--- src/rtl/hazard_pkg.sv ---
package hazard_pkg;
    typedef enum logic [1:0] {
        SRC_RF  = 2'b00,
        SRC_MWB = 2'b01,
        SRC_EXM = 2'b10
    } opsrc_e;
endpackage

--- src/rtl/opnd_fwd_sel.sv ---
module opnd_fwd_sel
    import hazard_pkg::*;
#(
    parameter int RAW = 5
) (
    input  logic [RAW-1:0] src,
    input  logic [RAW-1:0] exm_rd,
    input  logic           exm_wr,
    input  logic [RAW-1:0] mwb_rd,
    input  logic           mwb_wr,
    output logic [1:0]     sel
);
    localparam logic [RAW-1:0] ZERO_REG = '0;

    logic hit_exm;
    logic hit_mwb;
    opsrc_e choice;

    always_comb begin
        hit_exm = exm_wr && (exm_rd != ZERO_REG) && (exm_rd == src);
        hit_mwb = mwb_wr && (mwb_rd != ZERO_REG) && (mwb_rd == src);
        unique case ({hit_exm, hit_mwb})
            2'b10, 2'b11: choice = SRC_EXM;
            2'b01:        choice = SRC_MWB;
            default:      choice = SRC_RF;
        endcase
        sel = choice;
    end
endmodule

--- src/rtl/rf_wr_bypass.sv ---
module rf_wr_bypass #(
    parameter int RAW = 5
) (
    input  logic [RAW-1:0] rd_idx,
    input  logic [RAW-1:0] wr_idx,
    input  logic           wr_en,
    output logic           byp
);
    localparam logic [RAW-1:0] ZERO_REG = '0;
    always_comb byp = wr_en && (wr_idx != ZERO_REG) && (wr_idx == rd_idx);
endmodule

--- src/rtl/loaduse_detect.sv ---
module loaduse_detect #(
    parameter int RAW = 5
) (
    input  logic           ex_is_load,
    input  logic [RAW-1:0] ex_rt,
    input  logic [RAW-1:0] id_rs,
    input  logic [RAW-1:0] id_rt,
    output logic           pc_we,
    output logic           ifid_we,
    output logic           ctrl_zero
);
    logic hold;
    always_comb begin
        hold      = ex_is_load && ((ex_rt == id_rs) || (ex_rt == id_rt));
        pc_we     = !hold;
        ifid_we   = !hold;
        ctrl_zero = hold;
    end
endmodule

--- src/rtl/hazard_fwd_unit.sv ---
module hazard_fwd_unit #(
    parameter int RAW = 5
) (
    input  logic [RAW-1:0] ex_rs,
    input  logic [RAW-1:0] ex_rt,
    input  logic           ex_is_load,
    input  logic [RAW-1:0] exm_rd,
    input  logic           exm_wr,
    input  logic [RAW-1:0] mwb_rd,
    input  logic           mwb_wr,
    input  logic [RAW-1:0] id_rs,
    input  logic [RAW-1:0] id_rt,
    output logic [1:0]     sel_a,
    output logic [1:0]     sel_b,
    output logic           rfbyp_a,
    output logic           rfbyp_b,
    output logic           pc_we,
    output logic           ifid_we,
    output logic           ctrl_zero
);
    localparam int NOPND = 2;

    logic [RAW-1:0] ex_src [NOPND];
    logic [RAW-1:0] id_src [NOPND];
    logic [1:0]     sel_v  [NOPND];
    logic           byp_v  [NOPND];

    always_comb begin
        ex_src[0] = ex_rs;
        ex_src[1] = ex_rt;
        id_src[0] = id_rs;
        id_src[1] = id_rt;
    end

    for (genvar g = 0; g < NOPND; g++) begin : g_opnd
        opnd_fwd_sel #(.RAW(RAW)) i_sel (
            .src    (ex_src[g]),
            .exm_rd (exm_rd),
            .exm_wr (exm_wr),
            .mwb_rd (mwb_rd),
            .mwb_wr (mwb_wr),
            .sel    (sel_v[g])
        );
        rf_wr_bypass #(.RAW(RAW)) i_byp (
            .rd_idx (id_src[g]),
            .wr_idx (mwb_rd),
            .wr_en  (mwb_wr),
            .byp    (byp_v[g])
        );
    end

    always_comb begin
        sel_a   = sel_v[0];
        sel_b   = sel_v[1];
        rfbyp_a = byp_v[0];
        rfbyp_b = byp_v[1];
    end

    loaduse_detect #(.RAW(RAW)) i_lu (
        .ex_is_load (ex_is_load),
        .ex_rt      (ex_rt),
        .id_rs      (id_rs),
        .id_rt      (id_rt),
        .pc_we      (pc_we),
        .ifid_we    (ifid_we),
        .ctrl_zero  (ctrl_zero)
    );
endmodule

--- config.mk ---
export PLATFORM = sky130hd
export DESIGN_NAME = hazard_fwd_unit
export DESIGN_NICKNAME = d
export VERILOG_FILES = /design/src/rtl/hazard_pkg.sv /design/src/rtl/opnd_fwd_sel.sv /design/src/rtl/rf_wr_bypass.sv /design/src/rtl/loaduse_detect.sv /design/src/rtl/hazard_fwd_unit.sv
export SDC_FILE = /design/constraint.sdc
export NUM_CORES = 1
export LEC_CHECK = 0
export ABC_AREA = 1
export CAP_MARGIN = 20
export CORE_MARGIN = 5
export CORE_UTILIZATION = 42
export DETAILED_ROUTE_END_ITERATION = 10
export PLACE_DENSITY = 0.95
export SLEW_MARGIN = 20
export SYNTH_ARGS = -nofsm -noshare
export SYNTH_HDL_FRONTEND = slang
export SYNTH_SLANG_ARGS = --single-unit
--- constraint.sdc ---
create_clock -name vclk -period 1.67
set_input_delay 0.334 -clock vclk [all_inputs]
set_output_delay 0.334 -clock vclk [all_outputs]
set_load 0.01 [all_outputs]
Word level (Yosys, flattened, before mapping)
Cells that the tools add are included.

Bits of input ports: 33. Register bits: 0. Word-level logic and storage cells: 31. Output and inout bits: 9.

Muxes and demuxes: 2. Reductions and logical operators: 15. Eq/ne operators: 14.

Operator list (count): $eq 5x5->1 (8); $reduce_bool 5->1 (2); $logic_and 1x1->1 (9); $eq 2x2->1 const B (4); $pmux 2 s2 (2); $eq 2x1->1 const B (2); $reduce_or 2->1 (2); $logic_not 1->1 (1); $logic_or 1x1->1 (1).

Longest topological paths before layout
Gate-level depths: netlist of run 1.

Word-level depth: 6. Depth in mapped cells: 8. Mapped depth without buffers: 7.

Hierarchy
Synthesis of run 1 repeated with hierarchy kept, for this count alone.

Cells, all modules: 219. Area, all modules: 885.8 um^2.

By module, submodules not included: opnd_fwd_sel (area each 225.2 um^2, cells an instance 57, seq. area each 0.0 um^2, times used 2); rf_wr_bypass (area each 116.4 um^2, cells an instance 29, seq. area each 0.0 um^2, times used 2); loaduse_detect (area each 202.7 um^2, cells an instance 47, seq. area each 0.0 um^2, times used 1).

Least setup slack after synthesis of run 1
OpenSTA, ideal clock, no wires.

Path kind: input to output. From: input port mwb_rd[3]. To: output port rfbyp_a. Path buffers: 1. Slack: 0.332 ns. Data required time: 1.336 ns. Stages: 5. Arrival: 1.004 ns. Path through: buf_2 -> nor2_1 -> nand3_1 -> nand2_1 -> nor3_1.

Cells in the longest elaborated chain, start to end: 3. Elaborated cells on any way between the ends: 4. Classes of those cells: 1 x eq/ne; 3 x reduce/logical.

RTL lines: start, declared (line hazard_fwd_unit.sv:9) `input logic [RAW-1:0] mwb_rd,`; $reduce_bool 5->1 (line rf_wr_bypass.sv:10) `always_comb byp = wr_en && (wr_idx != ZERO_REG) && (wr_idx == rd_idx);`; $logic_and 1x1->1 (line rf_wr_bypass.sv:10); $logic_and 1x1->1 * (line rf_wr_bypass.sv:10); end, declared (line hazard_fwd_unit.sv:15) `output logic rfbyp_a,`.

Mark *: on every way between the ends. The rest lies on a longest branch, timed or not.

Final worst setup path of run 1
From: input port mwb_wr. To: output port sel_b[0].

Cells in the longest elaborated chain, start to end: 5. Elaborated cells on any way between the ends: 7. Classes of those cells: 3 x eq/ne; 1 x mux; 3 x reduce/logical.

RTL lines: start, declared (line hazard_fwd_unit.sv:10) `input logic mwb_wr,`; $logic_and 1x1->1 * (2 in series) (line opnd_fwd_sel.sv:21) `hit_mwb = mwb_wr && (mwb_rd != ZERO_REG) && (mwb_rd == src);`; $eq 2x2->1 (line opnd_fwd_sel.sv:22) `unique case ({hit_exm, hit_mwb})`; $reduce_or 2->1 (line opnd_fwd_sel.sv:22); $pmux 2 s2 * (line opnd_fwd_sel.sv:22); end, declared (line hazard_fwd_unit.sv:14) `output logic [1:0] sel_b,`.

Marked as above.

==> results.toml, run 1 <==
[global_routing]
antenna_found_initial = 0
grt_pass1_wl_um = 3570
track_usage_pct = 16.4
grt_pass1_vias = 924
grt_max_degree = 6
grt_overflow = 0

[logic_synthesis]
synth.largest_area_cell = "nand2_1"
synthesis.nets = 177
syn_inst = 144
mappedNetlistArea_sq_um = 679
ys_types = 15
synthTopCellsByArea = "nand2_1 (34%), xnor2_1 (15%), nand3_1 (9.6%), nor2_1 (8.8%), inv_1 (7.7%)"
syn-mean-instance-area_sq_um = 4.72
yosysSeqAreaShare_pct = 0
synth_top_area_share_pct = 33.7
yosysWarnings = 0

[worst_setup_path]
cp-startpoint = "mwb_wr"
worst-path-buf-inv = 3
crit_path_max_incr_delay_ns = 0.48
critPathRequiredTime_ns = 1.34
cp-endpoint = "sel_b[0]"
critical_path.endpoint_type = "output pin"
path_max_fanout = 3
crit_chain = "clkdlybuf4s50_1 -> nand2_2 -> inv_2 -> nand3_1 -> nor2_1 -> buf_2"
critPathTopFamily = "buffers and inverters"
critical_path.slowest_cell = "clkdlybuf4s50_1"
criticalPathCategory = "in2out"
critPathLaunchType = "input port"
arrival_ns = 1.30
cp.depth = 6

[floorplanning]
die-area_sq_mm = 0.00252
io_pins = 42
placementRows = 14
die_y_um = 50.2
die-width_um = 50.2
start_util_pct = 44.6
core-area_sq_mm = 0.00152

[routing]
routedWlPerCell_um = 11.3
viasPerCell = 5.01
drtIter0Drc = 18
dr.pass1.iters = 4
ant_nets = 0
post-route-drc-count = 0
via_count = 996
routed_wl_um = 2250

[cells_and_area]
final_cell_mix = "nand2_1 (60), nor2_1 (13), inv_1 (12)"
layout-drive-gt1-share_pct = 26.8
utilization_pct = 69.4
nets = 218
fill_cells = 154
multi_input_comb_area_sq_um = 628
antenna_cells = 0
design.seq.count = 0
fin_area_sq_mm = 0.00106
clock_buffers = 0
ff_latch_area_sq_um = 0
syn2layout_area_growth_pct = 55.6
instances_no_fill = 199
layout_commonest_cell = "nand2_1"

[outcome]
status = "completed"

[job]
cap_violations = 0

[placement]
dp_cells = 199
placed_cell_area_sq_mm = 0.00110
dp_slack_ns = -0.712
port_buffers = 42
dp_hpwl_um = 1840
gp_congestion = 0.945

[power]
power.total_mw = 0.246
ir_worst_vdd_uv = 133
p_leak_nw = 0.602
powerDensity_mw_per_mm2 = 233

[min_path]
min_path_type = "in2out"

[timing]
fin_crit_sh_pct = 97.9
slew-limit-headroom_pct = 82.9
fin_ws_ns = 0.0354
finalSetupViolCount = 0
finalMaxSlewViolations = 0
max_slew.worst_pin.slew_ns = 0.257
finalHoldViolCount = 0
max_freq_mhz = 612
timing.final.crit_period_ns = 1.63
cell usage after synthesis, drive strengths merged:
master	number
nor3	2
buf	4
nand3	14
nand2	61
a21oi	1
inv	22
o21ai	3
xor2	6
xnor2	12
nor2	19
area by class of cell:
cell class / count / area share [%]
repair buffers: 43 / 30.9
multi-input cells: 118 / 59.4
well taps: 16 / 1.89
inverters: 22 / 7.81
metal layers:
metal | vias to the layer above | part of all wire, % | GRT usage (%)
li1 | 507 | - | -
met1 | 453 | 40 | 19.3
met2 | 32 | 52 | 32.0
met3 | 4 | 6.3 | 1.78
met4 | 0 | 1.7 | 1.31
met5 | - | 0 | 0
power by group:
part / switching (mW) / leakage, nW / internal (mW)
Clock: 0 / 0 / 0
Combinational: 0.134 / 0.602 / 0.112
Sequential: 0 / 0 / 0
Total: 0.134 / 0.602 / 0.112
worst min-delay path by stage:
stage | start | to | slack (ns) | cells after the start
floorplan | ex_is_load | ifid_we | 0.75 | 1
detailed placement | ex_is_load | ctrl_zero | 1.65 | 4
finish | id_rt[1] | rfbyp_b | 1.09 | 5
CTS | id_rs[1] | rfbyp_a | 1.25 | 5
global route | id_rt[2] | rfbyp_b | 1.13 | 5
global placement | ex_is_load | ctrl_zero | 1.65 | 4
tightest hold or removal path: cells and delay by family:
kind	cells	cell delay, ns
buf+inv	2	0.23
simple gates	3	0.19
kinds of logic after synthesis:
family,synth area share (%)
AO/OA/AOI/OAI,3.50
AND/OR/NAND/NOR,57.8
buffers and inverters,15.5
XOR/XNOR,23.2
per-stage QoR:
stage	hold WS [ns]	TNS (ns)
floorplan	0.751	0
global placement	1.65	-5.53
detailed placement	1.65	-5.81
CTS	1.25	-0.0872
global route	1.13	-0.0285
finish	1.09	0
timing repair:
| action | CTS | global route |
|---|---|---|
| hold buffers | 0 | 0 |
| endpoints found under the hold margin | 0 | 0 |
| setup buffers | 0 | 0 |
| resized for setup | 80 | 36 |
| pin swaps | 4 | 7 |
| endpoints found under the setup margin | 9 | 9 |
Note: power is estimated with default switching activity, not from simulation.
==> inputs of run 2 (changes only) <==
- CELL_PAD_IN_SITES_DETAIL_PLACEMENT: not set -> 0
- CELL_PAD_IN_SITES_GLOBAL_PLACEMENT: not set -> 2
- CORE_UTILIZATION: 42 -> 18
==> run 2 against run 1 <==
Clock-buffer cell count did not move. Worst setup slack improved by 0.056 ns. Die area rose by 100%. Total power rose by 4.1%. Utilization fell by 39 points. Final cell count rose by 20%. Non-clock buffer count rose by 8. Critical path type unchanged. Largest cell class unchanged.
==> results.toml, run 2 (same netlist as run 1, synthesis figures left out) <==
[min_path]
min_path_type = "in2out"
worstHoldPathCells = 4

[timing]
finalSetupViolCount = 0
fin_ws_ns = 0.0912
fin_crit_sh_pct = 94.5
max_slew.worst_pin.slew_ns = 0.236
tns_ns = 0
finalHoldViolCount = 0
timing.final.crit_period_ns = 1.58
max_freq_mhz = 633
rsz0062_at_grt = "false"
slew-limit-headroom_pct = 84.2
finalMaxSlewViolations = 0

[power]
powerDensity_mw_per_mm2 = 227
power.total_mw = 0.256
ir_worst_vdd_uv = 69.0
p_leak_nw = 0.646

[cells_and_area]
layout_commonest_cell = "nand2_1"
fill_cells = 466
ff_latch_area_sq_um = 0
layout-drive-gt1-share_pct = 33.0
multi_input_comb_area_sq_um = 631
antenna_cells = 0
syn2layout_area_growth_pct = 66.3
design.seq.count = 0
clock_buffers = 0
final_cell_mix = "nand2_1 (60), buf_2 (16), inv_1 (12)"
nets = 226

[outcome]
status = "completed"

[job]
cap_violations = 0

[global_routing]
grt_overflow = 0
grt_max_degree = 6
track_usage_pct = 9.12
grt_pass1_vias = 935
antenna_found_initial = 0
grt_pass1_wl_um = 3950

[placement]
dp_slack_ns = -0.752
dp_hpwl_um = 2120
port_buffers = 42
gp_congestion = 0.760

[routing]
via_count = 946
viasPerCell = 3.96
routed_wl_um = 2480
routedWlPerCell_um = 10.4
dr.pass1.iters = 4
post-route-drc-count = 0
drtIter0Drc = 35
ant_nets = 0

[worst_setup_path]
critPathRequiredTime_ns = 1.34
arrival_ns = 1.24
criticalPathCategory = "in2out"
path_max_fanout = 3
critical_path.endpoint_type = "output pin"
critPathLaunchType = "input port"

[floorplanning]
start_util_pct = 18.6
die-area_sq_mm = 0.00510
core-area_sq_mm = 0.00366
placementRows = 22
io_pins = 42
die-width_um = 71.4
die_y_um = 71.4

[clock_tree]
cts_hold_buf = 0
-- run 2: cell count changes in the layout (fill, tap and decap cells not counted), moves of 2 or more --
cell,previous run,this run
buf_2,8,16
buf_4,1,9
clkbuf_2,11,9
clkdlybuf4s15_1,7,5
clkdlybuf4s15_2,3,1
nor2_1,13,11
nor2_2,5,7
-- run 2: layout make-up --
type | count | area share (%)
multi-input combinational | 118 | 55.8
inverter | 22 | 7.31
tap | 48 | 5.32
timing repair buffer | 51 | 31.6
-- run 2: per-layer routing --
metal | up-vias | global-route usage (%) | wire, um
li1 | 531 | - | -
met1 | 385 | 12.3 | 1180
met2 | 30 | 16.5 | 1120
met3 | 0 | 0.982 | 174
met4 | 0 | 0 | 0
met5 | - | 0 | 0
-- run 2: repair_timing --
item,in CTS,in global routing
pin swaps,8,13
setup endpoints to repair,9,8
setup buffers,1,0
gates cloned,0,0
resized for setup,94,36
-- run 2: per-stage QoR --
step	util (%)	cell area, sq um	instances	hold slack (ns)
floorplan	-	679	144	0.751
global placement	32.7	1200	238	1.65
detailed placement	32.7	1200	238	1.65
CTS	32.0	1170	239	1.23
global route	30.9	1130	239	1.13
finish	30.9	1130	239	1.09
-- run 2: worst max-delay path, stage by stage --
cell	delay [ns]
dlygate4sd2_1	0.25
inv_1	0.05
nand2_1	0.05
nand2_1	0.05
nor2_1	0.10
nand3_1	0.09
nor2_2	0.12
nor2_1	0.06
buf_2	0.13
-- run 2: power by group --
part           internal, mW  switching (mW)
registers                 0               0
logic                 0.120           0.136
clock network             0               0
-- run 2: worst paths after layout --
path / startpoint / endpoint / slack, ns
setup / recovery: ex_rs[2] / sel_a[0] / 0.09
hold / removal: mwb_wr / rfbyp_b / 1.09
